--- config.mk ---
export PLATFORM = sky130hd
export DESIGN_NAME = pcie_cfg_filter
export DESIGN_NICKNAME = d
export VERILOG_FILES = /design/src/rtl/cfgf_pkg.sv /design/src/rtl/cfgf_decode.sv /design/src/rtl/cfgf_secbus.sv /design/src/rtl/cfgf_ctrl.sv /design/src/rtl/pcie_cfg_filter.sv
export SDC_FILE = /design/constraint.sdc
export NUM_CORES = 1
export LEC_CHECK = 0
export ABC_AREA = 1
export BUFFER_PORTS_ARGS = -buffer_cell sky130_fd_sc_hd__buf_4
export CORE_MARGIN = 10
export CORE_UTILIZATION = 49
export CTS_CLUSTER_DIAMETER = 150
export DETAILED_ROUTE_END_ITERATION = 8
export PLACE_DENSITY = 0.8
export SLEW_MARGIN = 40
export SYNTH_ARGS = -nofsm -noshare
export SYNTH_HDL_FRONTEND = slang
export SYNTH_HIERARCHICAL = 1
export SYNTH_SLANG_ARGS = --single-unit
export TNS_END_PERCENT = 50
--- constraint.sdc ---
create_clock -name clk -period 1.75 [get_ports clk]
set_clock_uncertainty 0.05 [all_clocks]
set_input_delay 0.2625 -clock clk [delete_from_list [all_inputs] [get_ports clk]]
set_output_delay 0.2625 -clock clk [all_outputs]
set_load 0.005 [all_outputs]
--- src/rtl/cfgf_pkg.sv ---
// Package: shared widths, size codes, snooped register offsets and the
// request record passed between the filter's sub-blocks.
package cfgf_pkg;
    localparam int BUS_W  = 8;
    localparam int DEV_W  = 5;
    localparam int FN_W   = 3;
    localparam int REG_W  = 12;
    localparam int DATA_W = 32;
    localparam int BE_W   = DATA_W / 8;
    localparam int LANE_W = $clog2(BE_W);
    localparam int ADDR_W = BUS_W + DEV_W + FN_W + REG_W;

    localparam logic [1:0] SZ_BYTE = 2'd0;
    localparam logic [1:0] SZ_HALF = 2'd1;
    localparam logic [1:0] SZ_WORD = 2'd2;

    localparam logic [REG_W-1:0] PRI_BUS_OFF = 12'h018;
    localparam logic [REG_W-1:0] SEC_BUS_OFF = 12'h019;

    typedef struct packed {
        logic              wr;
        logic [BUS_W-1:0]  bus;
        logic [DEV_W-1:0]  dev;
        logic [FN_W-1:0]   func;
        logic [REG_W-1:0]  regoff;
        logic [1:0]        size;
        logic [DATA_W-1:0] wdata;
    } cfg_req_t;
endpackage

--- src/rtl/cfgf_decode.sv ---
// Decode: purely combinational. Forms the window offset, byte enables and
// lane-positioned write data of the incoming request, and decides whether
// the request must be refused (filtered device, misaligned or bad size).
// Assumes sec_bus is the currently recorded secondary bus number.
module cfgf_decode
    import cfgf_pkg::*;
#(
    parameter logic [BUS_W-1:0] ROOT_BUS = '0
) (
    input  logic [BUS_W-1:0]  bus,
    input  logic [DEV_W-1:0]  dev,
    input  logic [FN_W-1:0]   func,
    input  logic [REG_W-1:0]  regoff,
    input  logic [1:0]        size,
    input  logic [DATA_W-1:0] wdata,
    input  logic [BUS_W-1:0]  sec_bus,
    output logic [ADDR_W-1:0] addr,
    output logic [BE_W-1:0]   be,
    output logic [DATA_W-1:0] lane_wdata,
    output logic              reject
);
    logic [BUS_W-1:0]  rel_bus;
    logic [LANE_W-1:0] lane_off;
    logic [LANE_W:0]   nbytes;
    logic [LANE_W:0]   lane_end;
    logic              misaligned;
    logic              filtered;

    // Offset fields: bus relative to the root port, then device, function, register.
    always_comb begin
        rel_bus  = bus - ROOT_BUS;
        addr     = {rel_bus, dev, func, regoff};
        lane_off = regoff[LANE_W-1:0];
    end

    // Size code to byte count and alignment check; unknown code counts as misaligned.
    always_comb begin
        nbytes     = '0;
        misaligned = 1'b0;
        case (size)
            SZ_BYTE: nbytes = (LANE_W+1)'(1);
            SZ_HALF: begin
                nbytes     = (LANE_W+1)'(2);
                misaligned = lane_off[0];
            end
            SZ_WORD: begin
                nbytes     = (LANE_W+1)'(4);
                misaligned = (lane_off != '0);
            end
            default: misaligned = 1'b1;
        endcase
        lane_end = {1'b0, lane_off} + nbytes;
    end

    // One enable per byte lane: lane inside [offset, offset + size).
    for (genvar i = 0; i < BE_W; i++) begin : g_lane
        always_comb
            be[i] = !misaligned
                 && ((LANE_W+1)'(i) >= {1'b0, lane_off})
                 && ((LANE_W+1)'(i) < lane_end);
    end

    // Move right-aligned write data onto its byte lanes; decide refusal.
    always_comb begin
        lane_wdata = wdata << {lane_off, 3'b000};
        filtered   = (bus == sec_bus) && (dev != '0);
        reject     = misaligned || filtered;
    end
endmodule

--- src/rtl/cfgf_secbus.sv ---
// Secondary-bus tracker: holds the recorded secondary bus number and updates
// it from completed writes to the root port's bus-number registers.
// Assumes commit pulses once per write the window has completed, with the
// request fields of that write held stable on the inputs.
module cfgf_secbus
    import cfgf_pkg::*;
#(
    parameter logic [BUS_W-1:0] ROOT_BUS = '0,
    parameter logic [BUS_W-1:0] SEC_INIT = 8'hFF
) (
    input  logic             clk,
    input  logic             rst_n,
    input  logic             commit,
    input  logic [BUS_W-1:0] bus,
    input  logic [DEV_W-1:0] dev,
    input  logic [FN_W-1:0]  func,
    input  logic [REG_W-1:0] regoff,
    input  logic [1:0]       size,
    input  logic [15:0]      wdata_lo,
    output logic [BUS_W-1:0] sec_bus
);
    logic             own_fn;
    logic             hit_sec;
    logic             hit_pri;
    logic [BUS_W-1:0] field;

    // Classify the committed write: root port function, which bus-number register.
    always_comb begin
        own_fn  = (bus == ROOT_BUS) && (dev == '0) && (func == '0);
        hit_sec = (regoff == SEC_BUS_OFF);
        hit_pri = (regoff == PRI_BUS_OFF) && (size != SZ_BYTE);
        field   = hit_sec ? wdata_lo[7:0] : wdata_lo[15:8];
    end

    // Record the new secondary bus, offset by the root port's bus number.
    always_ff @(posedge clk) begin
        if (!rst_n)
            sec_bus <= SEC_INIT;
        else if (commit && own_fn && (hit_sec || hit_pri))
            sec_bus <= field + ROOT_BUS;
    end


    sec_change_chk: assert property (@(posedge clk) disable iff (!rst_n)
        !$stable(sec_bus) |-> $past(commit));
endmodule

--- src/rtl/cfgf_ctrl.sv ---
// Control: accepts one request at a time. Refused requests complete at once
// with an error; others are held on the window until it reports completion,
// after which read data is realigned and a one-cycle done pulse is given.
// Assumes win_done is only raised while win_valid is high.
module cfgf_ctrl
    import cfgf_pkg::*;
(
    input  logic              clk,
    input  logic              rst_n,
    input  logic              req_valid,
    input  cfg_req_t          req,
    input  logic              reject,
    input  logic [ADDR_W-1:0] addr,
    input  logic [BE_W-1:0]   be,
    input  logic [DATA_W-1:0] lane_wdata,
    input  logic              win_done,
    input  logic [DATA_W-1:0] win_rdata,
    output logic              req_ready,
    output logic              win_valid,
    output logic              win_write,
    output logic [ADDR_W-1:0] win_addr,
    output logic [BE_W-1:0]   win_be,
    output logic [DATA_W-1:0] win_wdata,
    output logic              commit,
    output cfg_req_t          held,
    output logic              done,
    output logic              err,
    output logic [DATA_W-1:0] rdata
);
    typedef enum logic {ST_IDLE, ST_WAIT} ctrl_state_e;

    ctrl_state_e       state;
    logic [DATA_W-1:0] rd_shift;
    logic [DATA_W-1:0] rd_mask;
    logic [DATA_W-1:0] rd_aligned;

    // Handshake outputs derived from the state.
    always_comb begin
        req_ready = (state == ST_IDLE);
        commit    = (state == ST_WAIT) && win_done && held.wr;
    end

    // Bring window read data back to bit 0 and keep only the accessed bytes.
    always_comb begin
        rd_shift = win_rdata >> {held.regoff[LANE_W-1:0], 3'b000};
        case (held.size)
            SZ_BYTE: rd_mask = DATA_W'(8'hFF);
            SZ_HALF: rd_mask = DATA_W'(16'hFFFF);
            default: rd_mask = '1;
        endcase
        rd_aligned = rd_shift & rd_mask;
    end

    // Request sequencing, window drive and completion reporting.
    always_ff @(posedge clk) begin
        if (!rst_n) begin
            state     <= ST_IDLE;
            held      <= '0;
            win_valid <= 1'b0;
            win_write <= 1'b0;
            win_addr  <= '0;
            win_be    <= '0;
            win_wdata <= '0;
            done      <= 1'b0;
            err       <= 1'b0;
            rdata     <= '0;
        end else begin
            done <= 1'b0;
            err  <= 1'b0;
            case (state)
                ST_IDLE: begin
                    if (req_valid) begin
                        held <= req;
                        if (reject) begin
                            done  <= 1'b1;
                            err   <= 1'b1;
                            rdata <= '1;
                        end else begin
                            win_valid <= 1'b1;
                            win_write <= req.wr;
                            win_addr  <= addr;
                            win_be    <= be;
                            win_wdata <= lane_wdata;
                            state     <= ST_WAIT;
                        end
                    end
                end
                ST_WAIT: begin
                    if (win_done) begin
                        win_valid <= 1'b0;
                        done      <= 1'b1;
                        rdata     <= held.wr ? '0 : rd_aligned;
                        state     <= ST_IDLE;
                    end
                end
                default: state <= ST_IDLE;
            endcase
        end
    end


    win_hold_chk: assert property (@(posedge clk) disable iff (!rst_n)
        win_valid && !win_done |=> win_valid && $stable(win_addr) && $stable(win_be));

    err_with_done_chk: assert property (@(posedge clk) disable iff (!rst_n)
        err |-> done);

    done_idle_chk: assert property (@(posedge clk) disable iff (!rst_n)
        done |-> !win_valid && req_ready);

    refused_data_chk: assert property (@(posedge clk) disable iff (!rst_n)
        done && err |-> rdata == '1);
endmodule

--- src/rtl/pcie_cfg_filter.sv ---
// Top: configuration access filter in front of a root port's memory-mapped
// configuration window. Wires the decoder, the controller and the
// secondary-bus tracker. Assumes one request at a time, offered only while
// req_ready is high, and a window that answers each transaction once.
module pcie_cfg_filter
    import cfgf_pkg::*;
#(
    parameter logic [BUS_W-1:0] ROOT_BUS = 8'h00,
    parameter logic [BUS_W-1:0] SEC_INIT = 8'hFF
) (
    input  logic              clk,
    input  logic              rst_n,
    input  logic              req_valid,
    output logic              req_ready,
    input  logic              req_write,
    input  logic [BUS_W-1:0]  req_bus,
    input  logic [DEV_W-1:0]  req_dev,
    input  logic [FN_W-1:0]   req_func,
    input  logic [REG_W-1:0]  req_reg,
    input  logic [1:0]        req_size,
    input  logic [DATA_W-1:0] req_wdata,
    output logic              win_valid,
    output logic              win_write,
    output logic [ADDR_W-1:0] win_addr,
    output logic [BE_W-1:0]   win_be,
    output logic [DATA_W-1:0] win_wdata,
    input  logic              win_done,
    input  logic [DATA_W-1:0] win_rdata,
    output logic              rsp_done,
    output logic              rsp_err,
    output logic [DATA_W-1:0] rsp_rdata
);
    cfg_req_t          req_in;
    cfg_req_t          held;
    logic [BUS_W-1:0]  sec_bus;
    logic [ADDR_W-1:0] dec_addr;
    logic [BE_W-1:0]   dec_be;
    logic [DATA_W-1:0] dec_wdata;
    logic              dec_reject;
    logic              commit;
    logic [BUS_W-1:0]  win_abs_bus;

    // Gather the request ports into one record.
    always_comb begin
        req_in.wr     = req_write;
        req_in.bus    = req_bus;
        req_in.dev    = req_dev;
        req_in.func   = req_func;
        req_in.regoff = req_reg;
        req_in.size   = req_size;
        req_in.wdata  = req_wdata;
    end

    cfgf_decode #(.ROOT_BUS(ROOT_BUS)) u_decode (
        .bus        (req_bus),
        .dev        (req_dev),
        .func       (req_func),
        .regoff     (req_reg),
        .size       (req_size),
        .wdata      (req_wdata),
        .sec_bus    (sec_bus),
        .addr       (dec_addr),
        .be         (dec_be),
        .lane_wdata (dec_wdata),
        .reject     (dec_reject)
    );

    cfgf_ctrl u_ctrl (
        .clk        (clk),
        .rst_n      (rst_n),
        .req_valid  (req_valid),
        .req        (req_in),
        .reject     (dec_reject),
        .addr       (dec_addr),
        .be         (dec_be),
        .lane_wdata (dec_wdata),
        .win_done   (win_done),
        .win_rdata  (win_rdata),
        .req_ready  (req_ready),
        .win_valid  (win_valid),
        .win_write  (win_write),
        .win_addr   (win_addr),
        .win_be     (win_be),
        .win_wdata  (win_wdata),
        .commit     (commit),
        .held       (held),
        .done       (rsp_done),
        .err        (rsp_err),
        .rdata      (rsp_rdata)
    );

    cfgf_secbus #(.ROOT_BUS(ROOT_BUS), .SEC_INIT(SEC_INIT)) u_secbus (
        .clk      (clk),
        .rst_n    (rst_n),
        .commit   (commit),
        .bus      (held.bus),
        .dev      (held.dev),
        .func     (held.func),
        .regoff   (held.regoff),
        .size     (held.size),
        .wdata_lo (held.wdata[15:0]),
        .sec_bus  (sec_bus)
    );

    // Absolute bus of the outstanding window access, rebuilt from the offset.
    always_comb win_abs_bus = win_addr[ADDR_W-1 -: BUS_W] + ROOT_BUS;


    no_filtered_issue_chk: assert property (@(posedge clk) disable iff (!rst_n)
        win_valid |-> !((win_abs_bus == sec_bus) && (win_addr[REG_W+FN_W +: DEV_W] != '0)));

    be_shape_chk: assert property (@(posedge clk) disable iff (!rst_n)
        win_valid |-> ($countones(win_be) == 1 || $countones(win_be) == 2
                       || $countones(win_be) == 4));
endmodule

## Yosys cells after proc, flatten, opt, wreduce, memory -nomap -nowiden

Index checks and enable logic that the tools add are counted.

- RAM bits: 0
- Memory bits (read-only): 0
- Bits in latches: 0
- Output and inout port bits: 101
- Register bits after elaboration: 156
- Bits of input ports: 99
- Memories kept: 0

- Add/sub/neg operators: 1
- Eq/ne operators: 10
- Mux-type cells: 21
- Reduce and logical (&&, ||, !) cells: 31
- Magnitude comparators: 7
- Divide/modulo/power cells: 0
- Bitwise logic cells: 4
- Multiply operators: 0
- Shifts and indexed selects: 2

Operator list:

| operator | count |
|---|---|
| $mux 32 | 4 |
| $pmux 32 s2 | 2 |
| $and 32x32->32 | 1 |
| $shl 32x5->32 | 1 |
| $shr 32x5->32 | 1 |
| $eq 12x5->1 const B | 2 |
| $logic_and 1x1->1 | 15 |
| $mux 1 | 9 |
| $pmux 3 s3 | 1 |
| $reduce_and 3->1 | 3 |
| $eq 8x8->1 | 1 |
| $logic_not 8->1 | 1 |
| $mux 8 | 1 |
| $lt 1x3->1 const A | 2 |
| $lt 2x3->1 const A | 2 |
| $ne 2x2->1 const B | 3 |
| $pmux 1 s2 | 3 |
| $logic_not 5->1 | 1 |
| $reduce_bool 5->1 | 1 |
| $eq 2x1->1 const B | 2 |
| $ge 1x2->1 const A | 2 |
| $logic_not 2->1 | 2 |
| $reduce_bool 2->1 | 2 |
| $add 2x3->3 | 1 |
| other kinds (10) | 13 |

## Depth between registers and ports, before layout

Gate-level depths: netlist of run 1.

- Depth in word-level cells: 6
- Gate-level depth with buffers: 12

## By module

Netlist of run 1, hierarchy kept.

Modules (own cells, without submodules):

| module | times used | area an instance (sq um) | cells an instance | sequential area each (sq um) |
|---|---|---|---|---|
| cfgf_ctrl | 1 | 6477.5 | 881 | 3283.1 |
| cfgf_decode | 1 | 973.4 | 186 | 0.0 |
| cfgf_secbus | 1 | 705.7 | 113 | 160.2 |

## Worst setup path after synthesis of run 1

Ideal clock, no wire load.

- Path type: register -> register
- From: register u_secbus.sec_bus[1]
- To: register u_ctrl.win_wdata[0]
- Stages on the path, launching flop included: 13
- Data arrival time: 1.523 ns
- Period minus slack after synthesis: 1.644 ns
- Setup slack: 0.106 ns
- Cell sequence: dfxtp_1 > inv_1 > nand2_1 > nand2_1 > nor2_1 > nand3_1 > o21bai_1 > inv_2 > nand2_1 > buf_4 > buf_2 > nand2_1 > a21oi_1

- Longest elaborated chain between the ends: 5

Ends and longest elaborated chain:

| element | RTL line | source |
|---|---|---|
| from (decl) | cfgf_secbus.sv:20 | `output logic [BUS_W-1:0] sec_bus` |
| from (signal assigned) | cfgf_secbus.sv:40 | `sec_bus <= field + ROOT_BUS;` |
| $eq 8x8->1 | cfgf_decode.sv:66 | `filtered = (bus == sec_bus) && (dev != '0);` |
| $logic_and 1x1->1 | cfgf_decode.sv:66 |  |
| $logic_or 1x1->1 | cfgf_decode.sv:67 | `reject = misaligned \|\| filtered;` |
| via dec_reject | pcie_cfg_filter.sv:39 | `logic dec_reject;` |
| $not 1->1 (no source line) | -- |  |
| $reduce_and 3->1 (no source line) | -- |  |
| to (signal assigned) | cfgf_ctrl.sv:83 | `win_wdata <= lane_wdata;` |
| to (decl) | cfgf_ctrl.sv:23 | `output logic [DATA_W-1:0] win_wdata,` |

The timed path passes the listed nets, and every way through them passes these cells.
A chain may end at the register's enable or synchronous reset.

## Worst setup path after layout of run 1

- From: register u_ctrl.state
- To: register u_ctrl.rdata[14]

- Longest elaborated chain between the ends: 3

Ends and longest elaborated chain:

| element | RTL line | source |
|---|---|---|
| from (decl) | cfgf_ctrl.sv:32 | `ctrl_state_e state;` |
| from (signal assigned) | cfgf_ctrl.sv:57 | `state <= ST_IDLE;` |
| from (signal assigned) | cfgf_ctrl.sv:84 | `state <= ST_WAIT;` |
| from (signal assigned) | cfgf_ctrl.sv:93 | `state <= ST_IDLE;` |
| $not 1->1 (no source line) | -- |  |
| $ne 2x1->1 (no source line) or $ne 2x2->1 (tied branches) | -- |  |
| $reduce_and 3->1 (no source line) | -- |  |
| to (signal assigned) | cfgf_ctrl.sv:92 | `rdata <= held.wr ? '0 : rd_aligned;` |
| to (decl) | cfgf_ctrl.sv:28 | `output logic [DATA_W-1:0] rdata` |

Parallel ways exist; a longest one is shown, timed or not.

==> results of run 1 <==
==> per-stage QoR <==
| stage | TNS (ns) | setup WS, ns | total power, mW | utilization | std cells |
|---|---|---|---|---|---|
| 2_1_floorplan | 0 | 0.1063 | 4.938 | - | 1115 |
| 3_3_place_gp | -0.1519 | -0.09217 | 5.623 | 0.6012 | 1457 |
| 3_5_place_dp | -0.7903 | -0.1614 | 5.651 | 0.6012 | 1457 |
| 4_1_cts | 0 | 0.0001987 | 9.128 | 0.6382 | 1489 |
| 5_1_grt | -5.579 | -0.1014 | 9.629 | 0.6597 | 1495 |
| 6_report | 0 | 0.01224 | 9.215 | 0.6597 | 1495 |
==> final cells by class <==
class,instances,area share
multi-input cells,776,0.3789
flip-flops and latches,156,0.3108
repair buffers,240,0.1995
clock buffers,21,0.04574
inverters,79,0.02946
well taps,211,0.02623
clock inverters,11,0.009198
diodes,1,0.0002486
==> where the power goes <==
part | total (mW) | internal [mW] | switching (mW) | leakage [nW]
clock network | 3.48 | 2.02 | 1.46 | 0.273
logic | 1.81 | 0.789 | 1.02 | 3.26
registers | 3.92 | 3.79 | 0.134 | 1.28
==> metal layers <==
layer,track usage,vias up,share of wire
met3,0.06812,48,0.097
met4,0.09362,0,0.029
met2,0.3657,360,0.47
met5,0,-,0
li1,-,3898,-
met1,0.2749,3684,0.40
==> state kept, by name (all words and copies together), names as in the netlist <==
register / cells
u_ctrl/state: 1
u_ctrl/win_be: 4
u_ctrl/rdata: 32
u_ctrl/win_wdata: 32
u_ctrl/win_valid: 1
u_ctrl/win_write: 1
u_ctrl/done: 1
u_ctrl/held: 47
u_ctrl/err: 1
u_secbus/sec_bus: 8
u_ctrl/win_addr: 28
==> path summary, 6_finish.rpt <==
check	cells after the start	from	end	slack [ns]
worst min-delay path	3	req_reg[10]	u_ctrl/held[44]	0.02
worst min register to register	2	u_ctrl/win_write	u_ctrl/win_write	0.41
worst max register to register	3	u_ctrl/state	u_ctrl/rdata[14]	0.01
worst max-delay path	3	u_ctrl/state	u_ctrl/rdata[14]	0.01
==> critical path, cell delays in order, from the launching register on <==
cell and delay (ns):
dfxtp_1 0.40, nand2_1 0.17, inv_1 0.79, a21oi_1 0.16
==> what timing repair did <==
item,CTS,global route
gates cloned,0,4
gates resized for setup,3,55
buffers inserted,0,1
endpoints found under the setup margin,19,100
pin swaps,0,5
==> flow_summary_export.csv, run 1 <==
group,metric,value,unit
yosys,synth_area,0.007631,mm²
clock_tree,root_buffer,"clkbuf_16",
die,start_util,0.5001,
clock_tree,worstSkewPairLatency,0.42,ns
outcome,status,"complete, no violations",
final_layout,area_delta_synth_final,31.91,%
placed_design,placed_area,0.009174,mm²
route,route.detailed.drc,0,
setup_path,cp.arrival,1.96,ns
die,num_rows,45,
grt,overflow,0,
clock_tree,hold_buffers,0,
grt,grt_pass1_vias,7429,
clock_tree,cts_sinks,156,
timing,hold_viol_final,0,
power,peakVddDrop,0.6989,mV
die,die-area,0.02097,mm²
timing,rsz0062_at_grt,"yes",
setup_path,critPathKind,"flop to flop",
clock_tree,htree_levels,4,
clock_tree,cts_tree,"yes",
final_layout,seqCellArea,0.003128,mm²
timing,drv_slew,0,
final_layout,mostFrequentLayoutCell,"nand2_1",
grt,grt_max_degree,54,
setup_path,critPathMaxFanout,24,
clock_tree,path_clk_slew,0.06,ns
final_layout,fin_area,0.01007,mm²
final_layout,layout_common_cells,"nand2_1 (232), buf_4 (224), dfxtp_1 (152)",
job,maxCapViolCount,0,
grt,grt_usage,0.2265,
power,p_leak,4.812,nW
yosys,yosys_warnings,6,
timing,hold_slack,0.02419,ns
die,dieWidth,144.8,µm
route,vias,7990,
clock_tree,numCtsBuffers,17,
route,viasPerCell,5.344,
min_path,hold_path.class,"primary input to flop",
final_layout,layout-drive-gt1-share,0.2767,
route,drtAntennaViolNets,0,
setup_path,crit_required,1.97,ns
setup_path,endpoint_kind,"flop",
die,die_y,144.8,µm
timing,relSlewSlack,0.3149,
power,power.density,915.5,mW/mm²
placed_design,port_buffers,199,
final_layout,multi_input_area,0.003814,mm²
grt,grt_pass1_wl,37620,µm
final_layout,n_fill_cell,1390,
placed_design,gp_congestion,0.9198,
timing,worst_pin_slew,1.027,ns
grt,antenna_found_initial,1,
timing,fmax,575.5,MHz
die,pin_count,200,
timing,finalCriticalPeriod,1.738,ns
timing,setup_viol,0,
die,core_area,0.01526,mm²
placed_design,hpwlAfterDp,17540,µm
final_layout,nets,1371,
route,avgRoutedWirePerCell,16.87,µm
route,drt_iter0_markers,659,
yosys,synth.avg_cell_area,6.844,µm²
route,drt-pass1-iter-count,7,
setup_path,start_kind,"flop",
yosys,syn_nets,1216,
yosys,syn_inst,1115,
route,drt-total-wl,25220,µm
clock_tree,clock_tree.buffer_depth,2,
timing,finalCritPeriodShare,0.9930,
Note: power is estimated with default switching activity, not from simulation.
==> inputs of run 2 (changes only) <==
Settings changed: CORE_UTILIZATION 49 to 48, SYNTH_HIERARCHICAL 1 to default.
==> run 2 against run 1 <==
Via count decreased by 0.74%. Global-route usage rose by 0.092 points. Worst setup slack improved by 0.079 ns. Clock power rose by 5%. Total power up 0.45%. Combinational power down 7%. Clock-buffer cell count fell by 3. Critical endpoint is now u_secbus.sec_bus[5].
==> flow_summary_export.csv, run 2 <==
group,metric,value,unit
final_layout,largest_reg_flops,47,
die,num_rows,45,
grt,grt_usage,0.2274,
yosys,synth_seq_cells,156,
clock_tree,worstSkewPairLatency,0.43,ns
yosys,synth_edf_count,0,
job,maxCapViolCount,0,
final_layout,regMostFlops,"u_ctrl.held",
clock_tree,htree_levels,4,
final_layout,diodes,0,
final_layout,layout-drive-gt1-share,0.2330,
power,p_leak,4.695,nW
timing,hold_slack,0.05664,ns
yosys,yosysTopAreaCell,"dfxtp_1",
timing,worst_pin_slew,0.6407,ns
placed_design,gp_congestion,0.9334,
final_layout,n_fill_cell,1357,
route,drt-total-wl,24450,µm
yosys,synth.avg_cell_area,6.730,µm²
final_layout,multi_input_area,0.003525,mm²
timing,finalCritPeriodShare,0.9480,
placed_design,port_buffers,199,
die,die_y,144.4,µm
timing,fmax,602.8,MHz
setup_path,start_kind,"flop",
timing,hold_viol_final,0,
timing,relSlewSlack,0.5729,
grt,grt_pass1_wl,38030,µm
final_layout,layout_common_cells,"nand2_1 (291), buf_4 (239), dfxtp_1 (154)",
route,drt_iter0_markers,651,
placed_design,pre_cts_ws,-0.1207,ns
setup_path,critPathKind,"flop to flop",
timing,setup_slack,0.09103,ns
min_path,hold_path.class,"primary input to flop",
route,drtAntennaViolNets,0,
final_layout,seqCellArea,0.003126,mm²
route,viasPerCell,5.298,
clock_tree,clock_tree.buffer_depth,2,
power,peakVddDrop,0.6756,mV
clock_tree,path_clk_slew,0.06,ns
route,avgRoutedWirePerCell,16.33,µm
setup_path,cp.arrival,1.90,ns
clock_tree,numCtsBuffers,17,
route,route.detailed.drc,0,
setup_path,critPathBufInv,1,
setup_path,critPathMaxFanout,8,
setup_path,path_common_cell,"nand3_1",
final_layout,reg_top3,"u_ctrl.held (47), u_ctrl.rdata (32), u_ctrl.win_wdata (32)",
die,die-area,0.02084,mm²
grt,overflow,0,
placed_design,hpwlAfterDp,17770,µm
yosys,yosysSeqAreaShare,0.4207,
yosys,syn_inst,1103,
yosys,ys.flop_type,"dfxtp_1",
die,pin_count,200,
yosys,ys_top_cells_by_area,"dfxtp_1 (42%), nand2_1 (15%), a21oi_1 (9.3%)",
yosys,async_reset_ff_frac,0,
die,core_area,0.01520,mm²
grt,grt_pass1_vias,7490,
setup_path,path_delay_family,"simple AND/OR/NAND/NOR gates",
yosys,yosysTopAreaCellShare,0.4207,
outcome,status,"complete, no violations",
route,vias,7931,
die,start_util,0.4883,
grt,antenna_found_initial,0,
clock_tree,cts_tree,"yes",
yosys,synth_area,0.007423,mm²
clock_tree,root_buffer,"clkbuf_16",
setup_path,path_cells,"or2_2, nor3_2, buf_4, nand3_1, nor2_2, nand2_4, nand2_1, nand3_1",
clock_tree,cts_setup_buffers,0,
grt,grt_max_degree,67,
setup_path,critPathMaxStageDelay,0.30,ns
timing,finalCriticalPeriod,1.659,ns
die,dieWidth,144.4,µm
timing,setup_viol,0,
final_layout,nets,1397,
timing,drv_slew,0,
setup_path,crit_required,1.99,ns
route,drt-pass1-iter-count,5,
final_layout,mostFrequentLayoutCell,"nand2_1",
yosys,syn_nets,1204,
setup_path,endpoint_kind,"flop",
yosys,ys_types,35,
power,power,9.257,mW
clock_tree,cts_sinks,156,
power,power.density,941.9,mW/mm²
final_layout,area_delta_synth_final,32.40,%
yosys,synth.most_common_cell,"nand2_1",
yosys,yosys_warnings,0,
yosys,synth_common_cells,"nand2_1 (294), dfxtp_1 (156), a21oi_1 (138)",
setup_path,slowest_stage,"dfxtp_1",
## run 2: final timing paths
kind / from / to / slack, ns / cells past startpoint
max: u_ctrl.held[54] / u_secbus.sec_bus[5] / 0.09 / 8
min: req_reg[10] / u_ctrl.win_addr[10] / 0.06 / 3
max reg2reg: u_ctrl.held[54] / u_secbus.sec_bus[5] / 0.09 / 8
min reg2reg: u_ctrl.held[52] / u_ctrl.held[52] / 0.41 / 2
## run 2: timing repair
action,CTS,global route
resized for setup,2,10
setup endpoints to repair,9,54
hold buffers,0,0
pin swaps,0,1
## run 2: cell families (layout without fill, tap and decap cells)
kind of cell,count (synthesis),in the layout,synth area share
xor+xnor,2,2,0.002360
simple gates,488,488,0.2687
fa+ha+maj,2,2,0.004382
flops,156,156,0.4207
buf+inv,191,397,0.1094
compound gates,264,264,0.1945
## run 2: worst reg2reg max path, delay by kind of cell (launching register included)
kind                   cells  cell delay, ns
buffers and inverters      1            0.15
flip-flops                 1            0.30
AND/OR/NAND/NOR            7            1.03
## run 2: per-stage QoR
stage | utilization | setup TNS, ns | instances | instance area (µm²)
global placement | 0.6063 | -0.2136 | 1465 | 9216
detailed placement | 0.6063 | -0.3470 | 1465 | 9216
CTS | 0.6445 | 0 | 1497 | 9798
global route | 0.6465 | -0.03767 | 1497 | 9828
floorplan | - | 0 | 1103 | 7423
finish | 0.6465 | 0 | 1497 | 9828
## run 2: final cells by class
| cell class | instances | share of cell area |
|---|---|---|
| inverter | 120 | 0.04609 |
| clock inverter | 14 | 0.01388 |
| sequential | 156 | 0.3180 |
| multi-input combinational | 756 | 0.3586 |
| clock buffer | 18 | 0.04468 |
| timing repair buffer | 245 | 0.1948 |
| tap | 188 | 0.02393 |
## run 2: layer usage
metal,up-vias,wire length [µm],GRT usage
li1,3938,-,-
met1,3641,9869,0.2733
met2,320,11580,0.3699
met3,32,2546,0.08134
met4,0,459,0.07394
met5,-,0,0
## run 2: power breakdown
part	total (mW)	internal [mW]	switching, mW
registers	3.93	3.79	0.134
logic	1.69	0.742	0.946
clock network	3.64	2.03	1.61
==> inputs of run 3 (changes only) <==
--- a/config.mk
+++ b/config.mk
@@ -13,2 +13,3 @@
 export DETAILED_ROUTE_END_ITERATION = 8
+export MAX_ROUTING_LAYER = met4
 export PLACE_DENSITY = 0.8
==> constraint.sdc (replaced) <==
create_clock -name clk -period 1.75 [get_ports clk]
set_clock_uncertainty 0.05 [all_clocks]
set_input_delay 0.0875 -clock clk [delete_from_list [all_inputs] [get_ports clk]]
set_output_delay 0.0875 -clock clk [all_outputs]
set_load 0.005 [all_outputs]
==> run 3 against run 2 <==
Combinational power rose by 9%. Clock power rose by 3%. Hold slack got worse by 0.038 ns. Die area did not move. Clock-buffer cell count fell by 1. Register-to-register slack got worse by 0.03 ns. Highest routed layer unchanged.
==> flow_summary_export.csv, run 3 (synthesis results as in run 2) <==
group,metric,value,unit
power,seqPwrFrac,0.412,
final_layout,regMostFlops,"u_ctrl.held",
final_layout,n_fill_cell,1256,
route,avgRoutedWirePerCell,16.58,µm
final_layout,area_delta_synth_final,41.24,%
grt,antenna_found_initial,0,
setup_path,slowest_stage,"dlygate4sd3_1",
timing,finalCriticalPeriod,1.689,ns
clock_tree,cts_setup_buffers,0,
final_layout,nets,1452,
timing,fin_tns_setup,0,ns
clock_tree,cts_sinks,156,
placed_design,pre_cts_ws,-0.01258,ns
route,route.detailed.drc,0,
clock_tree,htree_levels,4,
clock_tree,clock_tree.buffer_depth,2,
route,vias,8329,
setup_path,start_kind,"primary input",
final_layout,fin_area,0.01049,mm²
grt,grt_pass1_wl,39410,µm
outcome,status,"complete, no violations",
timing,relSlewSlack,0.5661,
grt,overflow,0,
power,swShare,0.2893,
setup_path,cp.arrival,1.99,ns
setup_path,endpoint_kind,"flop",
final_layout,mostFrequentLayoutCell,"nand2_1",
job,maxCapViolCount,0,
placed_design,hpwlAfterDp,17850,µm
route,viasPerCell,5.367,
grt,grt_pass1_vias,7919,
power,peakVddDrop,0.7686,mV
power,p_clk_frac,0.394,
power,p_leak,4.929,nW
grt,grt_max_degree,67,
final_layout,reg_top3,"u_ctrl.held (47), u_ctrl.rdata (32), u_ctrl.win_wdata (32)",
min_path,hold_path.class,"primary input to flop",
route,drtAntennaViolNets,0,
timing,setup_slack,0.06063,ns
setup_path,critPathMaxFanout,32,
clock_tree,numCtsBuffers,17,
final_layout,diodes,0,
timing,worst_pin_slew,0.6508,ns
timing,hold_viol_final,0,
setup_path,critPathKind,"primary input to flop",
power,power,9.521,mW
route,drt-total-wl,25730,µm
timing,drv_slew,0,
setup_path,critPathBufInv,3,
timing,fmax,591.9,MHz
setup_path,crit_required,2.05,ns
final_layout,layout-drive-gt1-share,0.2273,
setup_path,path_delay_family,"buffers and inverters",
clock_tree,root_buffer,"clkbuf_16",
clock_tree,worstSkewPairLatency,0.44,ns
setup_path,path_common_cell,"nand2_1",
placed_design,placed_area,0.009234,mm²
die,num_rows,45,
die,die_y,144.4,µm
power,power.switching,2.754,mW
power,p_comb_frac,0.194,
final_layout,layout_common_cells,"nand2_1 (291), buf_4 (235), dfxtp_1 (154)",
clock_tree,cts_tree,"yes",
setup_path,critPathMaxStageDelay,0.55,ns
timing,setup_viol,0,
die,die-area,0.02084,mm²
route,drt-pass1-iter-count,5,
die,start_util,0.4883,
setup_path,path_cells,"dlygate4sd3_1, buf_4, nor3_2, nand2_1, nand3_4, o21bai_4, nor2_4, buf_12, nand2_1, a21oi_1",
die,dieWidth,144.4,µm
timing,finalCritPeriodShare,0.9654,
placed_design,port_buffers,199,
placed_design,gp_congestion,0.9226,
grt,grt_usage,0.2428,
route,drt_iter0_markers,844,
die,core_area,0.01520,mm²
power,internal-power,6.766,mW
power,power.density,908.0,mW/mm²
final_layout,largest_reg_flops,47,
die,pin_count,200,
clock_tree,path_clk_slew,0.07,ns
[run 3: cell types whose count changed in the layout (fill, tap and decap cells not counted), moves of 3 or more]
| cell | change |
|---|---|
| buf_4 | -4 |
| a21oi_1 | -3 |
| a21oi_2 | +3 |
| dlygate4sd3_1 | +54 |
[run 3: area by class of cell]
class / count / area, µm² / share of cell area
clock inverters: 15 / 162.7 / 0.01551
flip-flops and latches: 156 / 3126 / 0.2981
inverters: 120 / 450.4 / 0.04296
well taps: 188 / 235.2 / 0.02243
multi-input cells: 756 / 3560 / 0.3395
repair buffers: 300 / 2526 / 0.2409
clock buffers: 17 / 425.4 / 0.04057
[run 3: final timing paths]
check,cells past startpoint,from,end,slack (ns)
setup / recovery,10,req_dev[2],u_ctrl.win_addr[10],0.06
setup reg to reg,11,u_secbus.sec_bus[1],u_ctrl.win_addr[10],0.06
hold / removal,5,req_wdata[20],u_ctrl.win_wdata[20],0.02
hold reg to reg,2,u_ctrl.held[6],u_ctrl.held[6],0.40
[run 3: power groups by stage]
stage	Combinational, mW	Clock, mW	Sequential (mW)
2_1_floorplan	0.900	0	3.99
3_3_place_gp	1.66	0	3.99
3_5_place_dp	1.68	0	4.00
4_1_cts	1.79	3.77	3.92
5_1_grt	2.04	3.95	3.95
6_report	1.85	3.75	3.92
[run 3: worst reg2reg max path: stages (launching register included)]
cell and delay, ns:
dfxtp_1 0.35, inv_1 0.05, nand2_1 0.05, nand2_1 0.07, nor2_2 0.16, nand3_4 0.11
nor2_4 0.14, nor2_4 0.06, nand2_8 0.12, buf_12 0.17, nand2_1 0.08, a21oi_1 0.20
[run 3: per-stage QoR]
| stage | utilization | std cells | hold WS (ns) |
|---|---|---|---|
| 2_1_floorplan | - | 1103 | 0.1653 |
| 6_report | 0.6897 | 1552 | 0.01884 |
| 4_1_cts | 0.6820 | 1550 | 0.003275 |
| 5_1_grt | 0.6897 | 1552 | 0.05244 |
| 3_5_place_dp | 0.6074 | 1464 | 0.3145 |
| 3_3_place_gp | 0.6074 | 1464 | 0.2962 |
[run 3: routing by layer]
layer  wire length [µm]  global-route usage  vias up
met5                  0                   -        -
li1                   -                   -     4055
met4                757             0.09574        0
met1              10260              0.2847     3816
met2              12140              0.3880      394
met3               2578             0.06724       64
[run 3: repair_timing]
item,CTS,global route
hold buffers,54,0
gates cloned,0,2
pin swaps,0,4
resized for setup,1,17
setup endpoints to repair,8,96
endpoints found under the hold margin,94,0
